### config.mk
export PLATFORM = sky130hd
export DESIGN_NAME = trap_priv_stack
export DESIGN_NICKNAME = d
export VERILOG_FILES = /design/src/rtl/tps_pkg.sv /design/src/rtl/tps_wr_filter.sv /design/src/rtl/tps_stack.sv /design/src/rtl/tps_vector.sv /design/src/rtl/trap_priv_stack.sv
export SDC_FILE = /design/constraint.sdc
export NUM_CORES = 1
export LEC_CHECK = 0
export ABC_AREA = 0
export ABC_CLOCK_PERIOD_IN_PS = 2200
export BUFFER_PORTS_ARGS = -buffer_cell sky130_fd_sc_hd__buf_2
export CORE_UTILIZATION = 44
export CTS_CLUSTER_DIAMETER = 50
export CTS_CLUSTER_SIZE = 10
export DETAILED_ROUTE_END_ITERATION = 8
export GPL_TIMING_DRIVEN = 0
export PLACE_DENSITY = 0.85
export SYNTH_ARGS = -nofsm -noshare
export SYNTH_HDL_FRONTEND = slang
export SYNTH_SLANG_ARGS = --single-unit
### constraint.sdc
create_clock -name clk -period 2.2 [get_ports clk]
set_input_delay 0.44 -clock clk [delete_from_list [all_inputs] [get_ports clk]]
set_output_delay 0.44 -clock clk [all_outputs]
set_load 0.01 [all_outputs]
### src/rtl/tps_pkg.sv
package tps_pkg;
  typedef enum logic [1:0] {
    PRV_U = 2'd0,
    PRV_S = 2'd1,
    PRV_M = 2'd3
  } priv_e;

  typedef struct packed {
    logic [1:0] priv;
    logic       ie;
  } lvl_t;

  localparam int unsigned LEVELS   = 3;
  localparam int unsigned LVL_W    = 3;
  localparam int unsigned MPRV_BIT = 9;
  localparam int unsigned FS_LO    = 10;
  localparam int unsigned XS_LO    = 12;
  localparam int unsigned MODE_LO  = 14;
  localparam int unsigned MODE_W   = 3;

  function automatic logic priv_legal(input logic [1:0] p);
    return (p == PRV_U) || (p == PRV_S) || (p == PRV_M);
  endfunction

  function automatic logic mode_legal(input logic [MODE_W-1:0] m);
    return m <= 3'd2;
  endfunction
endpackage

### src/rtl/tps_wr_filter.sv
module tps_wr_filter
  import tps_pkg::*;
#(
  parameter int unsigned XLEN = 32
) (
  input  logic [XLEN-1:0]   wdata,
  input  lvl_t              cur_lvl [LEVELS],
  input  logic [MODE_W-1:0] cur_mode,
  output lvl_t              nxt_lvl [LEVELS],
  output logic              nxt_mprv,
  output logic [1:0]        nxt_fs,
  output logic [1:0]        nxt_xs,
  output logic [MODE_W-1:0] nxt_mode
);
  for (genvar i = 0; i < LEVELS; i++) begin : g_lvl
    logic [1:0] wp;
    assign wp = wdata[LVL_W*i+2 -: 2];
    assign nxt_lvl[i].ie   = wdata[LVL_W*i];
    assign nxt_lvl[i].priv = priv_legal(wp) ? wp : cur_lvl[i].priv;
  end

  logic [MODE_W-1:0] wm;
  assign wm       = wdata[MODE_LO +: MODE_W];
  assign nxt_mode = mode_legal(wm) ? wm : cur_mode;
  assign nxt_mprv = wdata[MPRV_BIT];
  assign nxt_fs   = wdata[FS_LO +: 2];
  assign nxt_xs   = wdata[XS_LO +: 2];
endmodule

### src/rtl/tps_stack.sv
module tps_stack
  import tps_pkg::*;
(
  input  logic clk,
  input  logic rst,
  input  logic push,
  input  logic pop,
  input  logic load,
  input  lvl_t load_lvl [LEVELS],
  output lvl_t lvl      [LEVELS]
);
  lvl_t lvl_q [LEVELS];

  for (genvar i = 0; i < LEVELS; i++) begin : g_lvl
    lvl_t rst_val, push_val, pop_val;
    if (i == 0) begin : g_top
      assign rst_val  = '{priv: PRV_M, ie: 1'b0};
      assign push_val = '{priv: PRV_M, ie: 1'b0};
    end else begin : g_low
      assign rst_val  = '{priv: PRV_S, ie: 1'b0};
      assign push_val = lvl_q[i-1];
    end
    if (i == LEVELS-1) begin : g_bot
      assign pop_val = '{priv: PRV_U, ie: 1'b1};
    end else begin : g_up
      assign pop_val = lvl_q[i+1];
    end

    always_ff @(posedge clk) begin
      if (rst)       lvl_q[i] <= rst_val;
      else if (push) lvl_q[i] <= push_val;
      else if (pop)  lvl_q[i] <= pop_val;
      else if (load) lvl_q[i] <= load_lvl[i];
    end
    assign lvl[i] = lvl_q[i];
  end

  // a push always leaves the top level at M with interrupts off
  a_r2_push_top: assert property (@(posedge clk) disable iff (rst)
    push |=> (lvl_q[0].priv == PRV_M) && !lvl_q[0].ie);
  // a pop without a push refills the bottom level with U and enable set
  a_r3_pop_fill: assert property (@(posedge clk) disable iff (rst)
    (pop && !push) |=> (lvl_q[LEVELS-1].priv == PRV_U) && lvl_q[LEVELS-1].ie);
  // no level ever holds the illegal privilege code
  a_r6_no_bad_priv: assert property (@(posedge clk) disable iff (rst)
    lvl_q[0].priv != 2'd2 && lvl_q[1].priv != 2'd2 && lvl_q[2].priv != 2'd2);
endmodule

### src/rtl/tps_vector.sv
module tps_vector
  import tps_pkg::*;
#(
  parameter int unsigned     XLEN     = 32,
  parameter logic [XLEN-1:0] VEC_BASE = 'h100
) (
  input  logic            clk,
  input  logic            rst,
  input  logic            trap,
  input  logic [1:0]      prev_priv,
  input  logic [XLEN-1:0] cause_in,
  output logic [XLEN-1:0] pc,
  output logic [XLEN-1:0] cause
);
  localparam logic [XLEN-1:0] RST_PC = VEC_BASE + XLEN'('h100);

  logic [XLEN-1:0] pc_q, cause_q;

  always_ff @(posedge clk) begin
    if (rst) begin
      pc_q    <= RST_PC;
      cause_q <= '0;
    end else if (trap) begin
      pc_q    <= VEC_BASE + (XLEN'(prev_priv) << 6);
      cause_q <= cause_in;
    end
  end

  assign pc    = pc_q;
  assign cause = cause_q;

  // a trap lands on one of the three privilege-dependent vectors
  a_r4_vec_target: assert property (@(posedge clk) disable iff (rst)
    trap |=> (pc_q == VEC_BASE) || (pc_q == VEC_BASE + XLEN'('h40))
             || (pc_q == VEC_BASE + XLEN'('hC0)));
  // the PC holds whenever no trap is taken
  a_r10_pc_hold: assert property (@(posedge clk) disable iff (rst)
    !trap |=> $stable(pc_q));
endmodule

### src/rtl/trap_priv_stack.sv
module trap_priv_stack
  import tps_pkg::*;
#(
  parameter int unsigned     XLEN     = 32,
  parameter logic [XLEN-1:0] VEC_BASE = 'h100
) (
  input  logic            clk,
  input  logic            rst,
  input  logic            trap_req,
  input  logic [XLEN-1:0] trap_cause,
  input  logic            ret_req,
  input  logic            csr_we,
  input  logic [XLEN-1:0] csr_wdata,
  output logic [1:0]      priv_o,
  output logic            ie_o,
  output logic [XLEN-1:0] pc_o,
  output logic [XLEN-1:0] status_o,
  output logic [XLEN-1:0] cause_o
);
  lvl_t              lvl     [LEVELS];
  lvl_t              wr_lvl  [LEVELS];
  logic              wr_mprv;
  logic [1:0]        wr_fs, wr_xs;
  logic [MODE_W-1:0] wr_mode;
  logic              mprv_q;
  logic [1:0]        fs_q, xs_q;
  logic [MODE_W-1:0] mode_q;
  logic              do_pop, do_wr;

  // trap beats return, return beats a software write
  assign do_pop = ret_req && !trap_req;
  assign do_wr  = csr_we && !trap_req && !ret_req;

  tps_wr_filter #(.XLEN(XLEN)) u_filter (
    .wdata    (csr_wdata),
    .cur_lvl  (lvl),
    .cur_mode (mode_q),
    .nxt_lvl  (wr_lvl),
    .nxt_mprv (wr_mprv),
    .nxt_fs   (wr_fs),
    .nxt_xs   (wr_xs),
    .nxt_mode (wr_mode)
  );

  tps_stack u_stack (
    .clk      (clk),
    .rst      (rst),
    .push     (trap_req),
    .pop      (do_pop),
    .load     (do_wr),
    .load_lvl (wr_lvl),
    .lvl      (lvl)
  );

  tps_vector #(.XLEN(XLEN), .VEC_BASE(VEC_BASE)) u_vec (
    .clk       (clk),
    .rst       (rst),
    .trap      (trap_req),
    .prev_priv (lvl[0].priv),
    .cause_in  (trap_cause),
    .pc        (pc_o),
    .cause     (cause_o)
  );

  always_ff @(posedge clk) begin
    if (rst) begin
      mprv_q <= 1'b0;
      fs_q   <= '0;
      xs_q   <= '0;
      mode_q <= '0;
    end else if (trap_req) begin
      mprv_q <= 1'b0;
    end else if (do_wr) begin
      mprv_q <= wr_mprv;
      fs_q   <= wr_fs;
      xs_q   <= wr_xs;
      mode_q <= wr_mode;
    end
  end

  always_comb begin
    status_o = '0;
    for (int i = 0; i < LEVELS; i++) begin
      status_o[LVL_W*i]        = lvl[i].ie;
      status_o[LVL_W*i+1 +: 2] = lvl[i].priv;
    end
    status_o[MPRV_BIT]          = mprv_q;
    status_o[FS_LO +: 2]        = fs_q;
    status_o[XS_LO +: 2]        = xs_q;
    status_o[MODE_LO +: MODE_W] = mode_q;
    status_o[XLEN-1]            = (&fs_q) || (&xs_q);
  end

  assign priv_o = lvl[0].priv;
  assign ie_o   = lvl[0].ie;

  // the cause register follows the cause presented with each trap
  a_r5_cause_load: assert property (@(posedge clk) disable iff (rst)
    trap_req |=> cause_o == $past(trap_cause));
  // the modify-privilege bit is clear after every trap
  a_r2_mprv_clear: assert property (@(posedge clk) disable iff (rst)
    trap_req |=> !status_o[MPRV_BIT]);
  // the translation mode never holds an illegal code
  a_r7_mode_legal: assert property (@(posedge clk) disable iff (rst)
    status_o[MODE_LO +: MODE_W] <= 3'd2);
  // a return in the trap cycle does not stop the core entering M
  a_r9_trap_wins: assert property (@(posedge clk) disable iff (rst)
    (trap_req && ret_req) |=> priv_o == PRV_M);
endmodule

### Word level (Yosys, flattened, before mapping)

Memory sizes are Yosys's and may differ from the RTL's.
Cells that the tools add are included.

| storage, ports and cells | value |
|---|---|
| bits in registers | 72 |
| memory bits (writable) | 9 |
| input port bits | 69 |
| output and inout port bits | 99 |
| logic and storage cells | 71 |
| memories | 1 |

| operators by class | value |
|---|---|
| add/subtract/negate cells | 1 |
| magnitude comparators | 1 |
| equality and inequality tests | 6 |
| mux-type cells | 26 |
| bitwise logic cells | 10 |
| reduce and logical (&&, ||, !) cells | 20 |

Memories:

| name | depth | width | read ports | clocked after memory_dff | wr ports | line | RTL |
|---|---|---|---|---|---|---|---|
| u_stack.lvl_q | 3 | 3 | 3 | 0 | 3 | tps_stack.sv:12 | `lvl_t lvl_q [LEVELS];` |

Operator list:

| operator | number |
|---|---|
| 3-bit two-way mux | 9 |
| 1-bit two-way mux | 14 |
| 9-bit by 8-bit adder with 10-bit output, first input constant | 1 |
| 1-bit OR | 9 |
| 1-bit logical OR | 7 |
| 2-bit by 1-bit == test with 1-bit output, second input constant | 3 |
| 2-bit == test, second input constant | 3 |
| 2-bit logical NOT | 3 |
| 2-bit two-way mux | 3 |
| 2-bit AND reduction | 3 |
| 3-bit by 2-bit less-or-equal comparator with 1-bit output, second input constant | 1 |
| 1-bit logical AND | 3 |
| 3-bit AND reduction | 1 |
| 1-bit logical NOT | 2 |
| 2-bit OR reduction | 1 |
| 1-bit NOT | 1 |

### Longest topological paths before layout

| logic depth | value |
|---|---|
| depth after elaboration | 9 |
| depth in mapped cells | 5 |
| mapped depth without buffers | 3 |

### By module

A second synthesis with hierarchy kept.

| second synthesis, totals | value |
|---|---|
| cells, all modules | 262 |
| area total of the unflattened synthesis | 2633.8 µm² |

By module, submodules not included:

| module | times used | cells each | area each (µm²) | sequential area each (µm²) |
|---|---|---|---|---|
| tps_vector | 1 | 145 | 1510.2 | 720.7 |
| trap_priv_stack | 1 | 57 | 493.0 | 160.2 |
| tps_stack | 1 | 40 | 489.2 | 270.3 |
| tps_wr_filter | 1 | 20 | 141.4 | 0.0 |

### Worst setup path before layout

OpenSTA, ideal clock, no wires.

| timing | value |
|---|---|
| path type | input port to flip-flop |
| start | in ret_req |
| end | reg mode_q[1] |
| library setup time | 0.079 ns |
| arrival time | 1.564 ns |
| required time | 2.121 ns |
| path slack | 0.557 ns |
| stages | 5 |
| buffers on the path | 2 |
| path through | buf_6 -> or3b_1 -> buf_2 -> or3_4 -> a211oi_2 |

| on the way | value |
|---|---|
| cells in the longest elaborated chain, start to end | 3 |

Ends and longest elaborated chain:

| item | line | RTL |
|---|---|---|
| start: declaration | trap_priv_stack.sv:11 | `input logic ret_req,` |
| 1-bit logical NOT | trap_priv_stack.sv:32 | `assign do_wr = csr_we && !trap_req && !ret_req;` |
| 1-bit logical AND | trap_priv_stack.sv:32 |  |
| 3-bit AND reduction (no line) | n/a |  |
| end signal: assignment | trap_priv_stack.sv:77 | `mode_q <= wr_mode;` |
| end: declaration | trap_priv_stack.sv:27 | `logic [MODE_W-1:0] mode_q;` |

Every way passes these cells.
A chain may end at the register's enable or synchronous reset.

==> metrics.yaml <==
grt_start_max_net_pins: 17
root_buffer: "clkbuf_8"
synth_top_area_share_pct: 36.1
gp_congestion: 0.783
place_area_um2: 3220
n_antenna_cell: 0
fin_area_um2: 3330
worstPathRequired_ps: 2240
max_freq_mhz: 652
vias_per_cell: 4.36
slew_viol_final: 0
drt_iter0_markers: 65
hpwl_mm: 4.26
synth_ff_type: "dfxtp_1"
seq_area_frac_synth_pct: 47.2
outcome: "finished clean"
grt-ovfl-total: 0
end_kind: "register"
drc: 0
io_buffers: 109
cts_buffers: 5
maxSlewHeadroom_pct: 56.4
arrival_ps: 1570
period_needed_ps: 1530
syn_to_final_growth_pct: 36.6
ctsHoldBuffers: 0
routedWlPerCell_um: 11.3
avgSynthCellArea_um2: 9.67
routed_wl_mm: 5.42
finalSetupTns_ps: 0
met2WireLength_mm: 2.63
syn-cell-area_um2: 2440
worstHoldStart: "trap_cause[14]"
hold_end: "u_vec.cause[14]$_SDFFE_PP0P_"
rsz0062_at_grt: "false"
synth-seq-cells: 53
hold_class: "input pin to register"
synthSimpleGateAreaFrac_pct: 13.5
cts_setup_buffers: 0
core-area_um2: 5200
cts-resized-gates: 0
drive_gt1_share_pct: 42.0
synth_edf_count: 9
ys_top_cells_by_area: "dfxtp_1 36%, mux2i_1 14%, buf_4 14%, edfxtp_1 11%, nor2_1 6.0%"
clk_pin_slew_worst_paths_ps: 100
dr.max_layer_used: "met4"
ff2ff_path_depth: 2
synth_xor_area_share_pct: 0
drtPass1Iterations: 4
setup_viol: 0
yosysWarnings: 0
layout.nets: 478
ir_worst_vdd_uv: 455
drt-met1-wl_mm: 2.16
hold_depth: 3
grt_pass1_wl_mm: 8.63
initial_utilization_pct: 46.8
yosysTopAreaCell: "dfxtp_1"
power_density_nw_per_um2: 618
worstMarginPinSlew_ps: 652
grt_pass1_vias: 1955
timing.rr.start: "u_stack.lvl_q[0][0]$_DFFE_PP_"
start_kind: "input pin"
synthAdderAreaFrac_pct: 0
synth.most_common_cell: "buf_4"
vias: 2095
dieArea_um2: 5840
cap_violations: 0
fin_util_pct: 64.0
antenna_found_initial: 0
synth_commonest_cells: "46 x buf_4, 44 x dfxtp_1, 39 x nor2_1"
synthCells: 252
synth_cell_types: 32
postRouteAntennaNets: 0
cts_tree: "built"
grt.total_usage_pct: 18.6
worstSkewPairLatency_ps: 300
clock_sinks: 53
fp-row-count: 26
path_class: "input pin to register"
dieWidth_um: 76.4
r2r_setup_slack_ps: 1150
r2r-end: "u_stack.lvl_q[1][0]$_DFFE_PP_"
p_total_mw: 2.06
htreeDepth: 2
finalHoldViolCount: 0
dr_wl_met3_um: 538
p_leak_nw: 1.83
finClkSkew_ps: 6.70
period_share_pct: 69.7
synth-compound-area-share_pct: 6.62
cp_max_fo: 10
synthArstFlopShare_pct: 0
die_h_um: 76.4
io_pins: 168
synth_top_family_by_area: "buffers and inverters"
clock_path_buffers: 2
synthMuxAreaShare_pct: 14.4
[layer usage]
layer / up-vias / track usage [%]
li1: 1059 / -
met1: 921 / 19.9
met2: 107 / 33.2
met3: 8 / 6.95
met4: 0 / 6.92
met5: - / 0
[worst max path at each step]
stage | startpoint | endpoint | slack (ps) | depth (start not counted)
after floorplan | ret_req | mode_q[1]$_SDFFE_PP0P_ | 560 | 5
after global placement | trap_req | u_stack.lvl_q[1][1]$_DFFE_PP_ | 360 | 4
after detailed placement | csr_we | u_stack.lvl_q[0][1]$_DFFE_PP_ | 360 | 4
after CTS | u_stack.lvl_q[0][1]$_DFFE_PP_ | status_o[1] | 680 | 2
after global routing | csr_we | u_stack.lvl_q[1][0]$_DFFE_PP_ | 470 | 5
final | csr_we | u_stack.lvl_q[0][1]$_DFFE_PP_ | 670 | 4
[state kept, by name (all words and copies together) (netlist names)]
name	flops
u_stack.lvl_q	9
mode_q	3
u_vec.pc	4
xs_q	2
fs_q	2
mprv_q	1
u_vec.cause	32
[cell type report]
cell class / instances / area [um^2]
Multi-Input combinational cell: 172 / 998
Fill cell: 439 / 1880
Tap cell: 70 / 87.6
Inverter: 9 / 33.8
Timing Repair Buffer: 109 / 546
Buffer: 59 / 408
Clock inverter: 1 / 8.76
Clock buffer: 7 / 96.3
Sequential cell: 53 / 1150
[kinds of logic (layout without fill, tap and decap cells)]
logic type	Yosys count	count (layout)
buffers and inverters	68	185
other	1	42
multiplexers	35	35
flip-flops	53	53
AO/OA/AOI/OAI	24	24
AND/OR/NAND/NOR	71	71
[power breakdown]
| group | leakage (nW) | switching [mW] | total (mW) | internal [mW] |
|---|---|---|---|---|
| Combinational | 1.32 | 0.188 | 0.370 | 0.182 |
| Sequential | 0.455 | 0.0315 | 1.07 | 1.04 |
| Clock | 0.0549 | 0.323 | 0.614 | 0.291 |
| Total | 1.83 | 0.542 | 2.06 | 1.51 |
[worst max-delay path, cell delays in order]
cell and delay [ps]:
buf_2 80, clkbuf_1 280, nor4b_2 610, a21oi_1 150
[placed cells by master, fill, tap and decap left out, types with 2 or more instances in the layout]
master,n
or3b_1,2
buf_2,114
a21oi_1,7
conb_1,42
nor3_1,4
nor2b_1,4
nor2_1,39
nand2b_1,2
a22o_1,2
dfxtp_1,44
o21ai_0,5
clkbuf_8,7
inv_1,9
edfxtp_1,9
nor3b_1,3
clkbuf_1,6
a22oi_1,2
buf_4,46
nand2_1,14
mux2i_1,35
[metrics by stage]
step	instances	worst slack, ps	hold WS (ps)
after global placement	472	361	441
after global routing	480	471	352
after CTS	480	677	350
final	480	667	362
after floorplan	293	557	474
after detailed placement	472	361	457
No activity file was read; power rests on OpenSTA's default activity.
